## src/rtl/mcu_ctrl_pkg.sv

```systemverilog
`timescale 1ns/1ps
package mcu_ctrl_pkg;

    localparam int OP_W   = 6;
    localparam int FN_W   = 6;
    localparam int ALUC_W = 3;
    localparam int SEL_W  = 2;

    typedef enum logic [3:0] {
        ST_FETCH,
        ST_DECODE,
        ST_MEM_ADDR,
        ST_MEM_READ,
        ST_LOAD_WB,
        ST_MEM_STORE,
        ST_R_EXEC,
        ST_R_WB,
        ST_BRANCH,
        ST_IMM_EXEC,
        ST_IMM_WB,
        ST_JUMP
    } state_e;

    typedef enum logic [1:0] {
        AOP_ADD   = 2'b00,
        AOP_SUB   = 2'b01,
        AOP_FUNCT = 2'b10
    } aluop_e;

    localparam logic [OP_W-1:0] OPC_RTYPE = 6'b000000;
    localparam logic [OP_W-1:0] OPC_LW    = 6'b100011;
    localparam logic [OP_W-1:0] OPC_SW    = 6'b101011;
    localparam logic [OP_W-1:0] OPC_BEQ   = 6'b000100;
    localparam logic [OP_W-1:0] OPC_ADDI  = 6'b001000;
    localparam logic [OP_W-1:0] OPC_J     = 6'b000010;

    localparam logic [FN_W-1:0] FN_ADD = 6'b100000;
    localparam logic [FN_W-1:0] FN_SUB = 6'b100010;
    localparam logic [FN_W-1:0] FN_AND = 6'b100100;
    localparam logic [FN_W-1:0] FN_OR  = 6'b100101;
    localparam logic [FN_W-1:0] FN_SLT = 6'b101010;

    localparam logic [ALUC_W-1:0] ALUC_AND = 3'b000;
    localparam logic [ALUC_W-1:0] ALUC_OR  = 3'b001;
    localparam logic [ALUC_W-1:0] ALUC_ADD = 3'b010;
    localparam logic [ALUC_W-1:0] ALUC_SUB = 3'b110;
    localparam logic [ALUC_W-1:0] ALUC_SLT = 3'b111;

    localparam logic [SEL_W-1:0] BSEL_REG   = 2'b00;
    localparam logic [SEL_W-1:0] BSEL_FOUR  = 2'b01;
    localparam logic [SEL_W-1:0] BSEL_IMM   = 2'b10;
    localparam logic [SEL_W-1:0] BSEL_IMMSH = 2'b11;

    localparam logic [SEL_W-1:0] PSEL_ALU  = 2'b00;
    localparam logic [SEL_W-1:0] PSEL_AOUT = 2'b01;
    localparam logic [SEL_W-1:0] PSEL_JMP  = 2'b10;

    typedef struct packed {
        logic              addr_data;
        logic              mem_we;
        logic              ir_ld;
        logic              dst_rd;
        logic              wb_mem;
        logic              rf_we;
        logic              a_reg;
        logic [SEL_W-1:0]  b_sel;
        logic [SEL_W-1:0]  pc_sel;
        aluop_e            aop;
        logic              pc_upd;
        logic              br;
    } ctrl_word_t;

    function automatic logic op_supported(input logic [OP_W-1:0] o);
        return (o == OPC_RTYPE) || (o == OPC_LW) || (o == OPC_SW) ||
               (o == OPC_BEQ) || (o == OPC_ADDI) || (o == OPC_J);
    endfunction

endpackage

```

## src/rtl/mcu_seq_fsm.sv

```systemverilog
`timescale 1ns/1ps
module mcu_seq_fsm
    import mcu_ctrl_pkg::*;
(
    input  logic             clk,
    input  logic             rst_n,
    input  logic [OP_W-1:0]  op,
    output ctrl_word_t       cw
);

    state_e state_q;
    state_e state_d;

    // state register
    always_ff @(posedge clk or negedge rst_n) begin
        if (!rst_n) begin
            state_q <= ST_FETCH;
        end else begin
            state_q <= state_d;
        end
    end

    // next-state logic
    always_comb begin
        state_d = ST_FETCH;
        unique case (state_q)
            ST_FETCH:     state_d = ST_DECODE;
            ST_DECODE: begin
                case (op)
                    OPC_LW,
                    OPC_SW:    state_d = ST_MEM_ADDR;
                    OPC_RTYPE: state_d = ST_R_EXEC;
                    OPC_BEQ:   state_d = ST_BRANCH;
                    OPC_ADDI:  state_d = ST_IMM_EXEC;
                    OPC_J:     state_d = ST_JUMP;
                    default:   state_d = ST_FETCH;
                endcase
            end
            ST_MEM_ADDR:  state_d = (op == OPC_SW) ? ST_MEM_STORE : ST_MEM_READ;
            ST_MEM_READ:  state_d = ST_LOAD_WB;
            ST_R_EXEC:    state_d = ST_R_WB;
            ST_IMM_EXEC:  state_d = ST_IMM_WB;
            ST_LOAD_WB,
            ST_MEM_STORE,
            ST_R_WB,
            ST_BRANCH,
            ST_IMM_WB,
            ST_JUMP:      state_d = ST_FETCH;
            default:      state_d = ST_FETCH;
        endcase
    end

    // control word per state
    always_comb begin
        cw        = '0;
        cw.aop    = AOP_ADD;
        cw.b_sel  = BSEL_REG;
        cw.pc_sel = PSEL_ALU;
        unique case (state_q)
            ST_FETCH: begin
                cw.ir_ld  = 1'b1;
                cw.b_sel  = BSEL_FOUR;
                cw.pc_upd = 1'b1;
            end
            ST_DECODE: begin
                cw.b_sel = BSEL_IMMSH;
            end
            ST_MEM_ADDR,
            ST_IMM_EXEC: begin
                cw.a_reg = 1'b1;
                cw.b_sel = BSEL_IMM;
            end
            ST_MEM_READ: begin
                cw.addr_data = 1'b1;
            end
            ST_LOAD_WB: begin
                cw.rf_we  = 1'b1;
                cw.wb_mem = 1'b1;
            end
            ST_MEM_STORE: begin
                cw.addr_data = 1'b1;
                cw.mem_we    = 1'b1;
            end
            ST_R_EXEC: begin
                cw.a_reg = 1'b1;
                cw.aop   = AOP_FUNCT;
            end
            ST_R_WB: begin
                cw.rf_we  = 1'b1;
                cw.dst_rd = 1'b1;
            end
            ST_BRANCH: begin
                cw.a_reg  = 1'b1;
                cw.aop    = AOP_SUB;
                cw.pc_sel = PSEL_AOUT;
                cw.br     = 1'b1;
            end
            ST_IMM_WB: begin
                cw.rf_we = 1'b1;
            end
            ST_JUMP: begin
                cw.pc_sel = PSEL_JMP;
                cw.pc_upd = 1'b1;
            end
            default: ;
        endcase
    end

    AST_FETCH_THEN_DECODE: assert property (@(posedge clk) disable iff (!rst_n)
        (state_q == ST_FETCH) |=> (state_q == ST_DECODE)) else $error("fetch not followed by decode");

    AST_UNSUPPORTED_REFETCH: assert property (@(posedge clk) disable iff (!rst_n)
        (state_q == ST_DECODE && !op_supported(op)) |=> (state_q == ST_FETCH)) else $error("bad opcode not dropped");

    AST_WRITES_EXCLUSIVE: assert property (@(posedge clk) disable iff (!rst_n)
        !(cw.mem_we && cw.rf_we)) else $error("memory and register write together");

    AST_STORE_DATA_ADDR: assert property (@(posedge clk) disable iff (!rst_n)
        cw.mem_we |-> cw.addr_data) else $error("store to instruction address");

endmodule

```

## src/rtl/mcu_alu_dec.sv

```systemverilog
`timescale 1ns/1ps
module mcu_alu_dec
    import mcu_ctrl_pkg::*;
(
    input  aluop_e             aop,
    input  logic [FN_W-1:0]    fn,
    output logic [ALUC_W-1:0]  alu_ctl
);

    logic [ALUC_W-1:0] fn_ctl;

    always_comb begin
        case (fn)
            FN_ADD:  fn_ctl = ALUC_ADD;
            FN_SUB:  fn_ctl = ALUC_SUB;
            FN_AND:  fn_ctl = ALUC_AND;
            FN_OR:   fn_ctl = ALUC_OR;
            FN_SLT:  fn_ctl = ALUC_SLT;
            default: fn_ctl = ALUC_ADD;
        endcase
    end

    always_comb begin
        unique case (aop)
            AOP_ADD:   alu_ctl = ALUC_ADD;
            AOP_SUB:   alu_ctl = ALUC_SUB;
            default:   alu_ctl = fn_ctl;
        endcase
    end

endmodule

```

## src/rtl/mcu_pc_gate.sv

```systemverilog
`timescale 1ns/1ps
module mcu_pc_gate (
    input  logic pc_upd,
    input  logic br,
    input  logic zero,
    output logic pc_en
);

    assign pc_en = pc_upd | (br & zero);

endmodule

```

## src/rtl/mcu_ctrl_top.sv

```systemverilog
`timescale 1ns/1ps
module mcu_ctrl_top
    import mcu_ctrl_pkg::*;
(
    input  logic              clk,
    input  logic              rst_n,
    input  logic [OP_W-1:0]   op,
    input  logic [FN_W-1:0]   fn,
    input  logic              alu_zero,
    output logic              addr_sel_data,
    output logic              mem_we,
    output logic              ir_ld,
    output logic              dst_sel_rd,
    output logic              wb_sel_mem,
    output logic              rf_we,
    output logic              alu_a_sel_reg,
    output logic [SEL_W-1:0]  alu_b_sel,
    output logic [SEL_W-1:0]  pc_src_sel,
    output logic [ALUC_W-1:0] alu_ctl,
    output logic              pc_upd,
    output logic              br_cond,
    output logic              pc_en
);

    ctrl_word_t cw;

    mcu_seq_fsm u_fsm (
        .clk   (clk),
        .rst_n (rst_n),
        .op    (op),
        .cw    (cw)
    );

    mcu_alu_dec u_alu_dec (
        .aop     (cw.aop),
        .fn      (fn),
        .alu_ctl (alu_ctl)
    );

    mcu_pc_gate u_pc_gate (
        .pc_upd (cw.pc_upd),
        .br     (cw.br),
        .zero   (alu_zero),
        .pc_en  (pc_en)
    );

    assign addr_sel_data = cw.addr_data;
    assign mem_we        = cw.mem_we;
    assign ir_ld         = cw.ir_ld;
    assign dst_sel_rd    = cw.dst_rd;
    assign wb_sel_mem    = cw.wb_mem;
    assign rf_we         = cw.rf_we;
    assign alu_a_sel_reg = cw.a_reg;
    assign alu_b_sel     = cw.b_sel;
    assign pc_src_sel    = cw.pc_sel;
    assign pc_upd        = cw.pc_upd;
    assign br_cond       = cw.br;

    AST_FETCH_ADVANCES_PC: assert property (@(posedge clk) disable iff (!rst_n)
        ir_ld |-> pc_en) else $error("fetch without PC update");

    AST_BRANCH_SUBTRACTS: assert property (@(posedge clk) disable iff (!rst_n)
        br_cond |-> (alu_ctl == ALUC_SUB)) else $error("branch compare is not a subtract");

    AST_TERMINAL_REFETCH: assert property (@(posedge clk) disable iff (!rst_n)
        (rf_we || mem_we || br_cond || pc_src_sel == PSEL_JMP) |=> ir_ld) else $error("terminal state did not return to fetch");

    AST_ZERO_ONLY_IN_BRANCH: assert property (@(posedge clk) disable iff (!rst_n)
        (!br_cond && !pc_upd) |-> !pc_en) else $error("zero flag opened PC outside branch");

endmodule

```

## config.mk

```make
export PLATFORM = sky130hd
export DESIGN_NAME = mcu_ctrl_top
export DESIGN_NICKNAME = d
export VERILOG_FILES = /design/src/rtl/mcu_ctrl_pkg.sv /design/src/rtl/mcu_seq_fsm.sv /design/src/rtl/mcu_alu_dec.sv /design/src/rtl/mcu_pc_gate.sv /design/src/rtl/mcu_ctrl_top.sv
export SDC_FILE = /design/constraint.sdc
export NUM_CORES = 1
export LEC_CHECK = 0
export ABC_AREA = 1
export BUFFER_PORTS_ARGS = -buffer_cell sky130_fd_sc_hd__clkbuf_2
export CAP_MARGIN = 20
export CORE_UTILIZATION = 37
export DETAILED_ROUTE_END_ITERATION = 8
export PLACE_DENSITY = 0.81
export SKIP_LAST_GASP = 1
export SLEW_MARGIN = 10
export SYNTH_ARGS = -nofsm -noshare
export SYNTH_HDL_FRONTEND = slang
export SYNTH_SLANG_ARGS = --single-unit
```

## constraint.sdc

```tcl
create_clock -name clk -period 1.3 [get_ports clk]
set_clock_uncertainty 0.2 [all_clocks]
set_input_delay 0.26 -clock clk [delete_from_list [all_inputs] [get_ports clk]]
set_output_delay 0.26 -clock clk [all_outputs]
set_load 0.05 [all_outputs]
```

==> flow_metrics.env, run 1 <==
export IMPL_status="stopped before the end"
export IMPL_stop_stage="global routing (5_1_grt)"
export IMPL_flow_first_error="[ERROR DPL-0038] Utilization greater than 100%, impossible to legalize"
export IMPL_yosys_warnings=0
export IMPL_routabilityCongestion=0.810
export IMPL_synth_distinct_cells=19
export IMPL_dieHeight_um=39.6
export IMPL_yosysTopAreaCell="sky130_fd_sc_hd__nand2_1"
export IMPL_cts_max_level=1
export IMPL_synth_top_cell_area_share=0.200
export IMPL_cts_sinks=4
export IMPL_synth_edf_count=0
export IMPL_synth_top_cells_by_count="28 x sky130_fd_sc_hd__nand2_1, 19 x sky130_fd_sc_hd__nor2_1, 14 x sky130_fd_sc_hd__inv_1"
export IMPL_portBuffers=31
export IMPL_cts_root_buf="sky130_fd_sc_hd__clkbuf_4"
export IMPL_clockBufferDepth=2
export IMPL_synth_sequential_area_ratio=0.191
export IMPL_ioPinCount=32
export IMPL_postSynth_topFlopCell="sky130_fd_sc_hd__dfrtp_1"
export IMPL_ys_async_sr_fraction=1.00
export IMPL_yosys_cell_count_top_type="sky130_fd_sc_hd__nand2_1"
export IMPL_rows=13
export IMPL_cts_inserted_buffers=3
export IMPL_yosys_top_cells_area="sky130_fd_sc_hd__nand2_1 20%, sky130_fd_sc_hd__dfrtp_1 19%, sky130_fd_sc_hd__nor2_1 14%"
export IMPL_average_size_of_a_mapped_cell_um2=5.40
export IMPL_grt_start_max_net_pins=7
export IMPL_dpl_cell_count=163
export IMPL_yosys_register_bits=4
export IMPL_mappedNetlistNets=112
export IMPL_syn_cell_area_um2=524
export IMPL_postSynthCellCount=97
export IMPL_initial_core_util=0.398
export IMPL_worstEndpointType="output port"
export IMPL_dp_hpwl_mm=1.50
export IMPL_die_width_um=39.6
export IMPL_grt_worst_endpoint="alu_ctl[0]"
==> cell families after synthesis <==
| family | count (synthesis) | synth area share |
|---|---|---|
| flip-flops | 4 | 0.191 |
| AO/OA/AOI/OAI | 8 | 0.0907 |
| AND/OR/NAND/NOR | 65 | 0.563 |
| buffers and inverters | 20 | 0.155 |
==> stage by stage <==
| stage | TNS (ps) | hold slack (ps) | setup slack, ps | cell area [um^2] |
|---|---|---|---|---|
| after global placement | -5130 | -134 | -369 | 986 |
| after floorplan | -3930 | -236 | -350 | 638 |
| after CTS | -8790 | 170 | -566 | 1190 |
| after detailed placement | -5660 | -131 | -411 | 986 |
==> what timing repair did <==
action | CTS
endpoints found under the hold margin | 4
setup endpoints to repair | 20
hold buffers | 1
buffers inserted | 1
resized for setup | 36
pin swaps | 4
cloned | 0
==> run 2: changes to the inputs <==
--- a/config.mk
+++ b/config.mk
@@ -8,9 +8,10 @@
 export ABC_AREA = 1
 export BUFFER_PORTS_ARGS = -buffer_cell sky130_fd_sc_hd__clkbuf_2
 export CAP_MARGIN = 20
-export CORE_UTILIZATION = 37
+export CORE_AREA = 2 2 63 65
 export DETAILED_ROUTE_END_ITERATION = 8
-export PLACE_DENSITY = 0.81
+export DIE_AREA = 0 0 65 67
+export PLACE_DENSITY_LB_ADDON = 0.15
 export SKIP_LAST_GASP = 1
 export SLEW_MARGIN = 10
 export SYNTH_ARGS = -nofsm -noshare
==> constraint.sdc (replaced) <==
create_clock -name clk -period 1.7 [get_ports clk]
set_clock_uncertainty 0.2 [all_clocks]
set_input_delay 0.34 -clock clk [delete_from_list [all_inputs] [get_ports clk]]
set_output_delay 0.34 -clock clk [all_outputs]
set_load 0.05 [all_outputs]
==> flow_metrics.env, run 2 <==
export IMPL_globalRoute_totalOverflow=0
export IMPL_final_nets=167
export IMPL_ys_async_sr_fraction=1.00
export IMPL_dieHeight_um=67
export IMPL_first_pass_grt_wire_length_mm=2.95
export IMPL_die_area_mm2=0.00436
export IMPL_commonest_non_fill_non_tap_cells_in_the_layout="21 x sky130_fd_sc_hd__nand2_1, 17 x sky130_fd_sc_hd__buf_4, 14 x sky130_fd_sc_hd__nor2_1, 14 x sky130_fd_sc_hd__clkbuf_2, 13 x sky130_fd_sc_hd__inv_1"
export IMPL_yosys_register_bits=4
export IMPL_cts_root_buf="sky130_fd_sc_hd__clkbuf_8"
export IMPL_endpoint_class_of_the_critical_path="output pin"
export IMPL_layout_cells_non_filler=198
export IMPL_cell_with_the_largest_stage_delay_on_the_worst_path="sky130_fd_sc_hd__dfrtp_1"
export IMPL_die_width_um=65
export IMPL_crit_path_max_incr_delay_ps=390
export IMPL_rows=22
export IMPL_syn2layout_area_growth_pct=128
export IMPL_first_global_vias=725
export IMPL_ant_nets=0
export IMPL_power_density_mw_per_mm2=1490
export IMPL_dp_hpwl_mm=1.46
export IMPL_dpl_cell_count=189
export IMPL_fin_util=0.332
export IMPL_firstDrtPassIters=3
export IMPL_yosysTopAreaCell="sky130_fd_sc_hd__nand2_1"
export IMPL_detail_route_wl_per_cell_um=8.73
export IMPL_yosys_cell_count_top_type="sky130_fd_sc_hd__nand2_1"
export IMPL_seq_area_um2=104
export IMPL_post_route_cells_drive_above_1_share=0.587
export IMPL_multi_input_logic_area_um2=468
export IMPL_mappedNetlistNets=112
export IMPL_p_int_w=0.000829
export IMPL_critical_path_class="register to output pin"
export IMPL_power_total_w=0.00178
export IMPL_yosys_warnings=0
export IMPL_power_net_switching_w=0.000951
export IMPL_worst_endpoint_arrival_ps=1370
export IMPL_largest_register_ffs=4
export IMPL_cts_reportedPaths_clkPinSlew_ps=30
export IMPL_number_of_filler_cells_placed_in_the_layout=386
export IMPL_tritoncts="done"
export IMPL_initial_core_util=0.145
export IMPL_synth_edf_count=0
export IMPL_detail_route_iter0_violations=5
export IMPL_final_setup_viol_count=17
export IMPL_cp_cell_sequence="inv_2, buf_4, nor2_4, nand2_4, inv_4, nand2_4, nand3_4, buf_8"
export IMPL_synth_distinct_cells=19
export IMPL_via_to_cell_ratio=3.87
export IMPL_drt_wl_total_mm=1.73
export IMPL_route_detailed_drc=0
export IMPL_netSwitchingFraction=0.535
export IMPL_fmaxAchievable_mhz=524
export IMPL_final_hold_violation_count=0
export IMPL_syn_cell_area_um2=524
export IMPL_final_max_slew_violation_count=0
export IMPL_power_frac_comb=0.786
export IMPL_fin_worst_hold_slack_ps=264
export IMPL_grt_antenna_before_repair=0
export IMPL_min_path_type="input port to asynchronous set/reset pin"
export IMPL_worst_setup_path_start_kind="register"
export IMPL_synth_sequential_area_ratio=0.191
export IMPL_cap_viol_max_count=0
export IMPL_rsz_0062_raised_after_global_routing="yes"
export IMPL_synth_top_cell_area_share=0.200
export IMPL_postSynth_topFlopCell="sky130_fd_sc_hd__dfrtp_1"
export IMPL_groute_usage_overall=0.0884
export IMPL_final_min_clock_period_ps=1910
export IMPL_min_period_over_period=1.12
export IMPL_routabilityCongestion=0.736
export IMPL_mostFrequentLayoutCell="sky130_fd_sc_hd__nand2_1"
export IMPL_vdd_ir_drop_max_mv=0.360
export IMPL_detailroute_via_count=766
export IMPL_antenna_diode_count=0
export IMPL_totalNegativeSetupSlack_ps=-2450
export IMPL_latest_clock_arrival_within_the_worst_skew_pair_ps=220
export IMPL_postSynthCellCount=97
export IMPL_yosys_top_cells_area="sky130_fd_sc_hd__nand2_1 20%, sky130_fd_sc_hd__dfrtp_1 19%, sky130_fd_sc_hd__nor2_1 14%"
export IMPL_cts_inserted_buffers=3
export IMPL_leakage_nw=0.642
export IMPL_fin_ws_ps=-210
export IMPL_clockBufferDepth=2
export IMPL_portBuffers=31
export IMPL_share_seq_of_total_power=0.103
export IMPL_largest_register="u_fsm.state_q"
export IMPL_core_region_area_mm2=0.00361
export IMPL_cts_max_level=1
export IMPL_critical_path_max_fanout=3
export IMPL_path_common_cell="sky130_fd_sc_hd__nand2_4"
export IMPL_reg_largest_list="u_fsm.state_q (4)"
export IMPL_clk_pwr_share=0.112
export IMPL_average_size_of_a_mapped_cell_um2=5.40
export IMPL_cts_sinks=4
export IMPL_worst_ep_required_time_ps=1160
export IMPL_ioPinCount=32
export IMPL_status="finished, violations left"
export IMPL_synth_top_cells_by_count="28 x sky130_fd_sc_hd__nand2_1, 19 x sky130_fd_sc_hd__nor2_1, 14 x sky130_fd_sc_hd__inv_1"
export IMPL_slew_headroom=0.765
export IMPL_grt_start_max_net_pins=7
export IMPL_worst_slew_pin_transition_ps=349
export IMPL_failing_checks="setup timing"
==> run 2: cells by family after synthesis <==
| logic type | after synthesis | share of synthesized area |
|---|---|---|
| simple gates | 65 | 0.563 |
| buf+inv | 20 | 0.155 |
| flops | 4 | 0.191 |
| compound gates | 8 | 0.0907 |
==> run 2: power by group through the flow <==
stage	sequential, W	clock (W)	combinational [W]
finish	0.000183	0.000199	0.00140
global route	0.000190	0.000211	0.00150
CTS	0.000184	0.000202	0.00134
detailed placement	0.000170	0	0.00119
global placement	0.000171	0	0.00119
floorplan	0.000161	0	0.000808
==> run 2: final cells by class <==
| cell class | count | share of cell area |
|---|---|---|
| tap | 48 | 0.0502 |
| timing repair buffer | 51 | 0.374 |
| multi-input combinational | 73 | 0.391 |
| inverter | 19 | 0.0637 |
| clock buffer | 3 | 0.0345 |
| sequential | 4 | 0.0867 |
==> run 2: critical path, delay by kind of cell, from the launching register on <==
family,cells,cell delay [ps]
and+or+nand+nor,4,330
buffers and inverters,4,440
DFF,1,390
==> run 2: metrics by stage <==
step	cell area [um^2]	setup WS (ps)
after floorplan	584	-109
after global placement	927	-104
after detailed placement	927	-124
after CTS	1130	-242
after global routing	1200	-277
final	1200	-210
==> run 2: repair_timing <==
action	in CTS	in global routing
gates resized for setup	35	17
endpoints found under the setup margin	17	17
hold buffers	1	0
hold endpoints to repair	4	0
pin swaps	6	2
setup buffers	4	3
==> run 2: per-layer routing <==
| metal | vias to the layer above | wire [um] | track usage |
|---|---|---|---|
| li1 | 405 | - | - |
| met1 | 329 | 706 | 0.0999 |
| met2 | 30 | 891 | 0.160 |
| met3 | 2 | 120 | 0.0220 |
| met4 | 0 | 10 | 0.0319 |
| met5 | - | 0 | 0 |
==> run 2: path summary, 6_finish.rpt <==
check,start,end,slack (ps),depth (start not counted)
setup / recovery,u_fsm.state_q[3],pc_en,-210,8
hold / removal,rst_n,u_fsm.state_q[0],260,2
setup reg to reg,u_fsm.state_q[3],u_fsm.state_q[1],270,8
hold reg to reg,u_fsm.state_q[3],u_fsm.state_q[2],560,3
max in group asynchronous,rst_n,u_fsm.state_q[2],890,2
min in group clk,op[2],u_fsm.state_q[2],290,4
Note: power is estimated with default switching activity, not from simulation.
==> run 3: changes to the inputs <==
--- a/config.mk
+++ b/config.mk
@@ -12,6 +12,7 @@
 export DETAILED_ROUTE_END_ITERATION = 8
 export DIE_AREA = 0 0 65 67
 export PLACE_DENSITY_LB_ADDON = 0.15
+export SETUP_SLACK_MARGIN = 0.02
 export SKIP_LAST_GASP = 1
 export SLEW_MARGIN = 10
 export SYNTH_ARGS = -nofsm -noshare
==> flow_metrics.env, run 3 (synthesis results as in run 2) <==
export IMPL_cts_inserted_buffers=3
export IMPL_initial_core_util=0.145
export IMPL_endpoint_class_of_the_critical_path="output pin"
export IMPL_worst_setup_path_start_kind="register"
export IMPL_detail_route_iter0_violations=9
export IMPL_fmaxAchievable_mhz=519
export IMPL_largest_register="u_fsm.state_q"
export IMPL_drt_wl_total_mm=1.87
export IMPL_grt_antenna_before_repair=0
export IMPL_failing_checks="setup timing"
export IMPL_status="finished, violations left"
export IMPL_route_top_layer_used="met4"
export IMPL_mostFrequentLayoutCell="sky130_fd_sc_hd__nand2_1"
export IMPL_final_nets=167
export IMPL_ioPinCount=32
export IMPL_crit_buf_inv=2
export IMPL_worst_endpoint_arrival_ps=1390
export IMPL_cts_sinks=4
export IMPL_critical_path_max_fanout=4
export IMPL_critical_path_class="register to output pin"
export IMPL_syn2layout_area_growth_pct=133
export IMPL_final_setup_viol_count=17
export IMPL_detail_route_wl_per_cell_um=9.44
export IMPL_min_path_type="input port to asynchronous set/reset pin"
export IMPL_clockBufferDepth=2
export IMPL_commonest_non_fill_non_tap_cells_in_the_layout="21 x sky130_fd_sc_hd__nand2_1, 16 x sky130_fd_sc_hd__buf_4, 15 x sky130_fd_sc_hd__nor2_1, 14 x sky130_fd_sc_hd__clkbuf_2, 12 x sky130_fd_sc_hd__inv_1"
export IMPL_ant_nets=0
export IMPL_cts_reportedPaths_clkPinSlew_ps=30
export IMPL_fin_util=0.339
export IMPL_post_route_cells_drive_above_1_share=0.587
export IMPL_fin_ws_ps=-226
export IMPL_worst_ep_required_time_ps=1160
export IMPL_groute_usage_overall=0.0905
export IMPL_reg_largest_list="u_fsm.state_q (4)"
export IMPL_via_to_cell_ratio=3.92
export IMPL_first_global_vias=765
export IMPL_rows=22
export IMPL_cts_root_buf="sky130_fd_sc_hd__clkbuf_8"
export IMPL_met3RoutedLength_um=131
export IMPL_antenna_diode_count=0
export IMPL_core_region_area_mm2=0.00361
export IMPL_cp_cell_sequence="inv_2, nand2_4, nor2_4, nand3_4, o21ai_4, buf_8"
export IMPL_detailroute_via_count=777
export IMPL_min_period_over_period=1.13
export IMPL_routabilityCongestion=0.699
export IMPL_power_density_mw_per_mm2=1550
export IMPL_grt_start_max_net_pins=7
export IMPL_power_total_w=0.00189
export IMPL_routedLengthMet1_um=722
export IMPL_final_max_slew_violation_count=0
export IMPL_dieHeight_um=67
export IMPL_leakage_nw=0.638
export IMPL_vdd_ir_drop_max_mv=0.368
export IMPL_fin_worst_hold_slack_ps=267
export IMPL_die_width_um=65
export IMPL_die_area_mm2=0.00436
export IMPL_cap_viol_max_count=0
export IMPL_rsz_0062_raised_after_global_routing="yes"
export IMPL_largest_register_ffs=4
export IMPL_globalRoute_totalOverflow=0
export IMPL_final_min_clock_period_ps=1930
export IMPL_route_detailed_drc=0
export IMPL_critPathTopFamily="flip-flops"
export IMPL_latest_clock_arrival_within_the_worst_skew_pair_ps=210
export IMPL_cts_max_level=1
export IMPL_route_met2_wl_um=995
export IMPL_cell_with_the_largest_stage_delay_on_the_worst_path="sky130_fd_sc_hd__dfrtp_2"
export IMPL_firstDrtPassIters=4
export IMPL_first_pass_grt_wire_length_mm=3.08
export IMPL_dp_hpwl_mm=1.51
export IMPL_final_hold_violation_count=0
export IMPL_worst_slew_pin_transition_ps=345
export IMPL_slew_headroom=0.768
export IMPL_portBuffers=31
export IMPL_tritoncts="done"
export IMPL_crit_path_max_incr_delay_ps=430
## run 3: what timing repair did
item,in CTS,in global routing
buffers inserted,4,1
gates resized for setup,38,20
hold buffers,1,0
pin swaps,9,6
setup endpoints to repair,17,17
hold endpoints to repair,4,0
## run 3: layout make-up
| type | count | area [um^2] |
|---|---|---|
| clock buffers | 3 | 41.3 |
| fillers | 382 | 2380 |
| inverters | 19 | 76.3 |
| multi-input cells | 73 | 473 |
| flip-flops and latches | 4 | 104 |
| well taps | 48 | 60.1 |
| repair buffers | 51 | 467 |
## run 3: through the flow
stage | setup TNS [ps] | worst slack, ps | std cells | area, um^2
2_1_floorplan | -147 | -109 | 97 | 586
3_5_place_dp | -401 | -97.6 | 189 | 928
5_1_grt | -3660 | -303 | 198 | 1220
3_3_place_gp | -371 | -91.0 | 189 | 928
4_1_cts | -2530 | -242 | 197 | 1160
6_report | -2330 | -226 | 198 | 1220
## run 3: worst register-to-register path: cells and delay by family, from the launching register on
kind | cells | cell delay, ps
flip-flops | 1 | 390
AND/OR/NAND/NOR | 4 | 420
buffers and inverters | 4 | 490
## run 3: power breakdown
| group | switching (W) | internal (W) | leakage [nW] | total [W] |
|---|---|---|---|---|
| logic | 0.000879 | 0.000623 | 0.568 | 0.00150 |
| clock network | 0.0000442 | 0.000151 | 0.0216 | 0.000195 |
| registers | 0.0000662 | 0.000130 | 0.0489 | 0.000196 |
## run 3: routing by layer
layer | up-vias | GRT usage
li1 | 402 | -
met1 | 342 | 0.0969
met2 | 31 | 0.173
met5 | - | 0
met3 | 2 | 0.0253
met4 | 0 | 0.0239
## run 3: path summary, 6_finish.rpt
path	cells after the start	from	to	slack, ps
min	2	rst_n	u_fsm.state_q[0]	270
max reg2reg	8	u_fsm.state_q[3]	u_fsm.state_q[2]	140
max in group asynchronous	2	rst_n	u_fsm.state_q[1]	890
min in group clk	4	op[2]	u_fsm.state_q[2]	320
min reg2reg	4	u_fsm.state_q[3]	u_fsm.state_q[0]	580
max	6	u_fsm.state_q[0]	alu_ctl[0]	-230
==> run 4: changes to the inputs <==
--- a/config.mk
+++ b/config.mk
@@ -13,6 +13,7 @@
 export DIE_AREA = 0 0 65 67
 export PLACE_DENSITY_LB_ADDON = 0.15
 export SETUP_SLACK_MARGIN = 0.02
+export SKIP_CTS_REPAIR_TIMING = 1
 export SKIP_LAST_GASP = 1
 export SLEW_MARGIN = 10
 export SYNTH_ARGS = -nofsm -noshare
==> flow_metrics.env, run 4 (synthesis results as in run 2) <==
export IMPL_power_frac_comb=0.768
export IMPL_leakage_nw=0.576
export IMPL_globalRoute_totalOverflow=0
export IMPL_final_max_slew_violation_count=0
export IMPL_netSwitchingFraction=0.553
export IMPL_power_net_switching_w=0.000884
export IMPL_critical_path_max_fanout=4
export IMPL_mostFrequentLayoutCell="sky130_fd_sc_hd__nand2_1"
export IMPL_share_seq_of_total_power=0.110
export IMPL_detail_route_iter0_violations=11
export IMPL_cts_max_level=1
export IMPL_p_int_w=0.000715
export IMPL_min_period_over_period=1.12
export IMPL_vdd_ir_drop_max_mv=0.333
export IMPL_via_to_cell_ratio=3.88
export IMPL_rows=22
export IMPL_critical_path_class="register to output pin"
export IMPL_tritoncts="done"
export IMPL_largest_register_ffs=4
export IMPL_fin_util=0.292
export IMPL_final_hold_violation_count=0
export IMPL_number_of_filler_cells_placed_in_the_layout=401
export IMPL_route_top_layer_used="met3"
export IMPL_fin_ws_ps=-198
export IMPL_ioPinCount=32
export IMPL_rr_endpoint="u_fsm.state_q[2]"
export IMPL_first_global_vias=698
export IMPL_fmaxAchievable_mhz=527
export IMPL_first_pass_grt_wire_length_mm=2.80
export IMPL_cap_viol_max_count=0
export IMPL_worst_setup_path_start_kind="register"
export IMPL_slew_headroom=0.789
export IMPL_detailroute_via_count=748
export IMPL_core_region_area_mm2=0.00361
export IMPL_status="finished, violations left"
export IMPL_die_width_um=65
export IMPL_r2r_cells=6
export IMPL_clk_pwr_share=0.121
export IMPL_rsz_0062_raised_after_global_routing="yes"
export IMPL_worst_slew_pin_transition_ps=315
export IMPL_cts_sinks=4
export IMPL_routabilityCongestion=0.699
export IMPL_detail_route_wl_per_cell_um=8.62
export IMPL_latest_clock_arrival_within_the_worst_skew_pair_ps=210
export IMPL_portBuffers=31
export IMPL_final_nets=162
export IMPL_dp_hpwl_mm=1.51
export IMPL_grt_antenna_before_repair=0
export IMPL_final_min_clock_period_ps=1900
export IMPL_reg_largest_list="u_fsm.state_q (4)"
export IMPL_route_detailed_drc=0
export IMPL_initial_core_util=0.145
export IMPL_cts_reportedPaths_clkPinSlew_ps=30
export IMPL_clockBufferDepth=2
export IMPL_post_route_cells_drive_above_1_share=0.538
export IMPL_die_area_mm2=0.00436
export IMPL_antenna_diode_count=0
export IMPL_grt_start_max_net_pins=7
export IMPL_largest_register="u_fsm.state_q"
export IMPL_route_met2_wl_um=846
export IMPL_worst_ep_required_time_ps=1160
export IMPL_cts_root_buf="sky130_fd_sc_hd__clkbuf_8"
export IMPL_power_total_w=0.00160
export IMPL_reg2reg_slack_ps=270
export IMPL_power_density_mw_per_mm2=1520
export IMPL_routedLengthMet1_um=690
export IMPL_commonest_non_fill_non_tap_cells_in_the_layout="23 x sky130_fd_sc_hd__nand2_1, 15 x sky130_fd_sc_hd__nor2_1, 14 x sky130_fd_sc_hd__inv_1, 14 x sky130_fd_sc_hd__clkbuf_2, 14 x sky130_fd_sc_hd__buf_4"
export IMPL_cts_inserted_buffers=3
export IMPL_syn2layout_area_growth_pct=101
export IMPL_met3RoutedLength_um=127
export IMPL_worst_endpoint_arrival_ps=1360
export IMPL_dieHeight_um=67
export IMPL_groute_usage_overall=0.0827
export IMPL_min_path_type="input port to asynchronous set/reset pin"
export IMPL_dp_worst_setup_slack_ps=-97.6
export IMPL_final_setup_viol_count=16
export IMPL_critical_path_reg2reg_startpoint="u_fsm.state_q[2]"
export IMPL_drt_wl_total_mm=1.66
export IMPL_endpoint_class_of_the_critical_path="output pin"
export IMPL_failing_checks="setup timing"
export IMPL_firstDrtPassIters=4
export IMPL_ant_nets=0
## run 4: layer usage
metal,global-route usage,vias up
met4,0.0239,0
met3,0.0253,0
met5,0,-
met2,0.144,33
li1,-,391
met1,0.0970,324
## run 4: cell type report
class,instances,area (um^2),share of cell area
Multi-Input combinational cell,73,414,0.394
Timing Repair Buffer,46,358,0.340
Sequential cell,4,103,0.0975
Inverter,19,76.3,0.0725
Tap cell,48,60.1,0.0571
Clock buffer,3,41.3,0.0392
## run 4: power groups by stage
| stage | clock [W] | sequential [W] | combinational, W |
|---|---|---|---|
| 2_1_floorplan | 0 | 0.000161 | 0.000793 |
| 3_5_place_dp | 0 | 0.000168 | 0.00116 |
| 5_1_grt | 0.000215 | 0.000184 | 0.00132 |
| 6_report | 0.000194 | 0.000177 | 0.00123 |
| 3_3_place_gp | 0 | 0.000168 | 0.00116 |
| 4_1_cts | 0.000202 | 0.000168 | 0.00117 |
## run 4: through the flow
step                      area (um^2)  TNS [ps]  std cells  hold WS [ps]
after floorplan                   586      -147         97          -156
after global placement            928      -371        189         -46.6
after detailed placement          928      -401        189         -47.1
after CTS                         970     -3890        192          -273
after global routing             1050     -3510        193           301
final                            1050     -2110        193           276
## run 4: how the worst max path moves through the flow
| stage | start | endpoint | slack (ps) | depth (start not counted) |
|---|---|---|---|---|
| 2_1_floorplan | u_fsm.state_q[2] | alu_a_sel_reg | -110 | 1 |
| 3_3_place_gp | u_fsm.state_q[2] | pc_upd | -90 | 4 |
| 3_5_place_dp | u_fsm.state_q[1] | pc_en | -100 | 6 |
| 4_1_cts | u_fsm.state_q[1] | pc_en | -330 | 6 |
| 5_1_grt | u_fsm.state_q[0] | alu_ctl[0] | -270 | 6 |
| 6_report | u_fsm.state_q[0] | alu_ctl[0] | -200 | 6 |
## run 4: critical path, cell delays in order (launching register included)
cell	delay (ps)
sky130_fd_sc_hd__dfrtp_1	410
sky130_fd_sc_hd__inv_2	80
sky130_fd_sc_hd__nand2_2	70
sky130_fd_sc_hd__nor2_4	150
sky130_fd_sc_hd__nand3_2	120
sky130_fd_sc_hd__o21ai_4	140
sky130_fd_sc_hd__buf_6	170
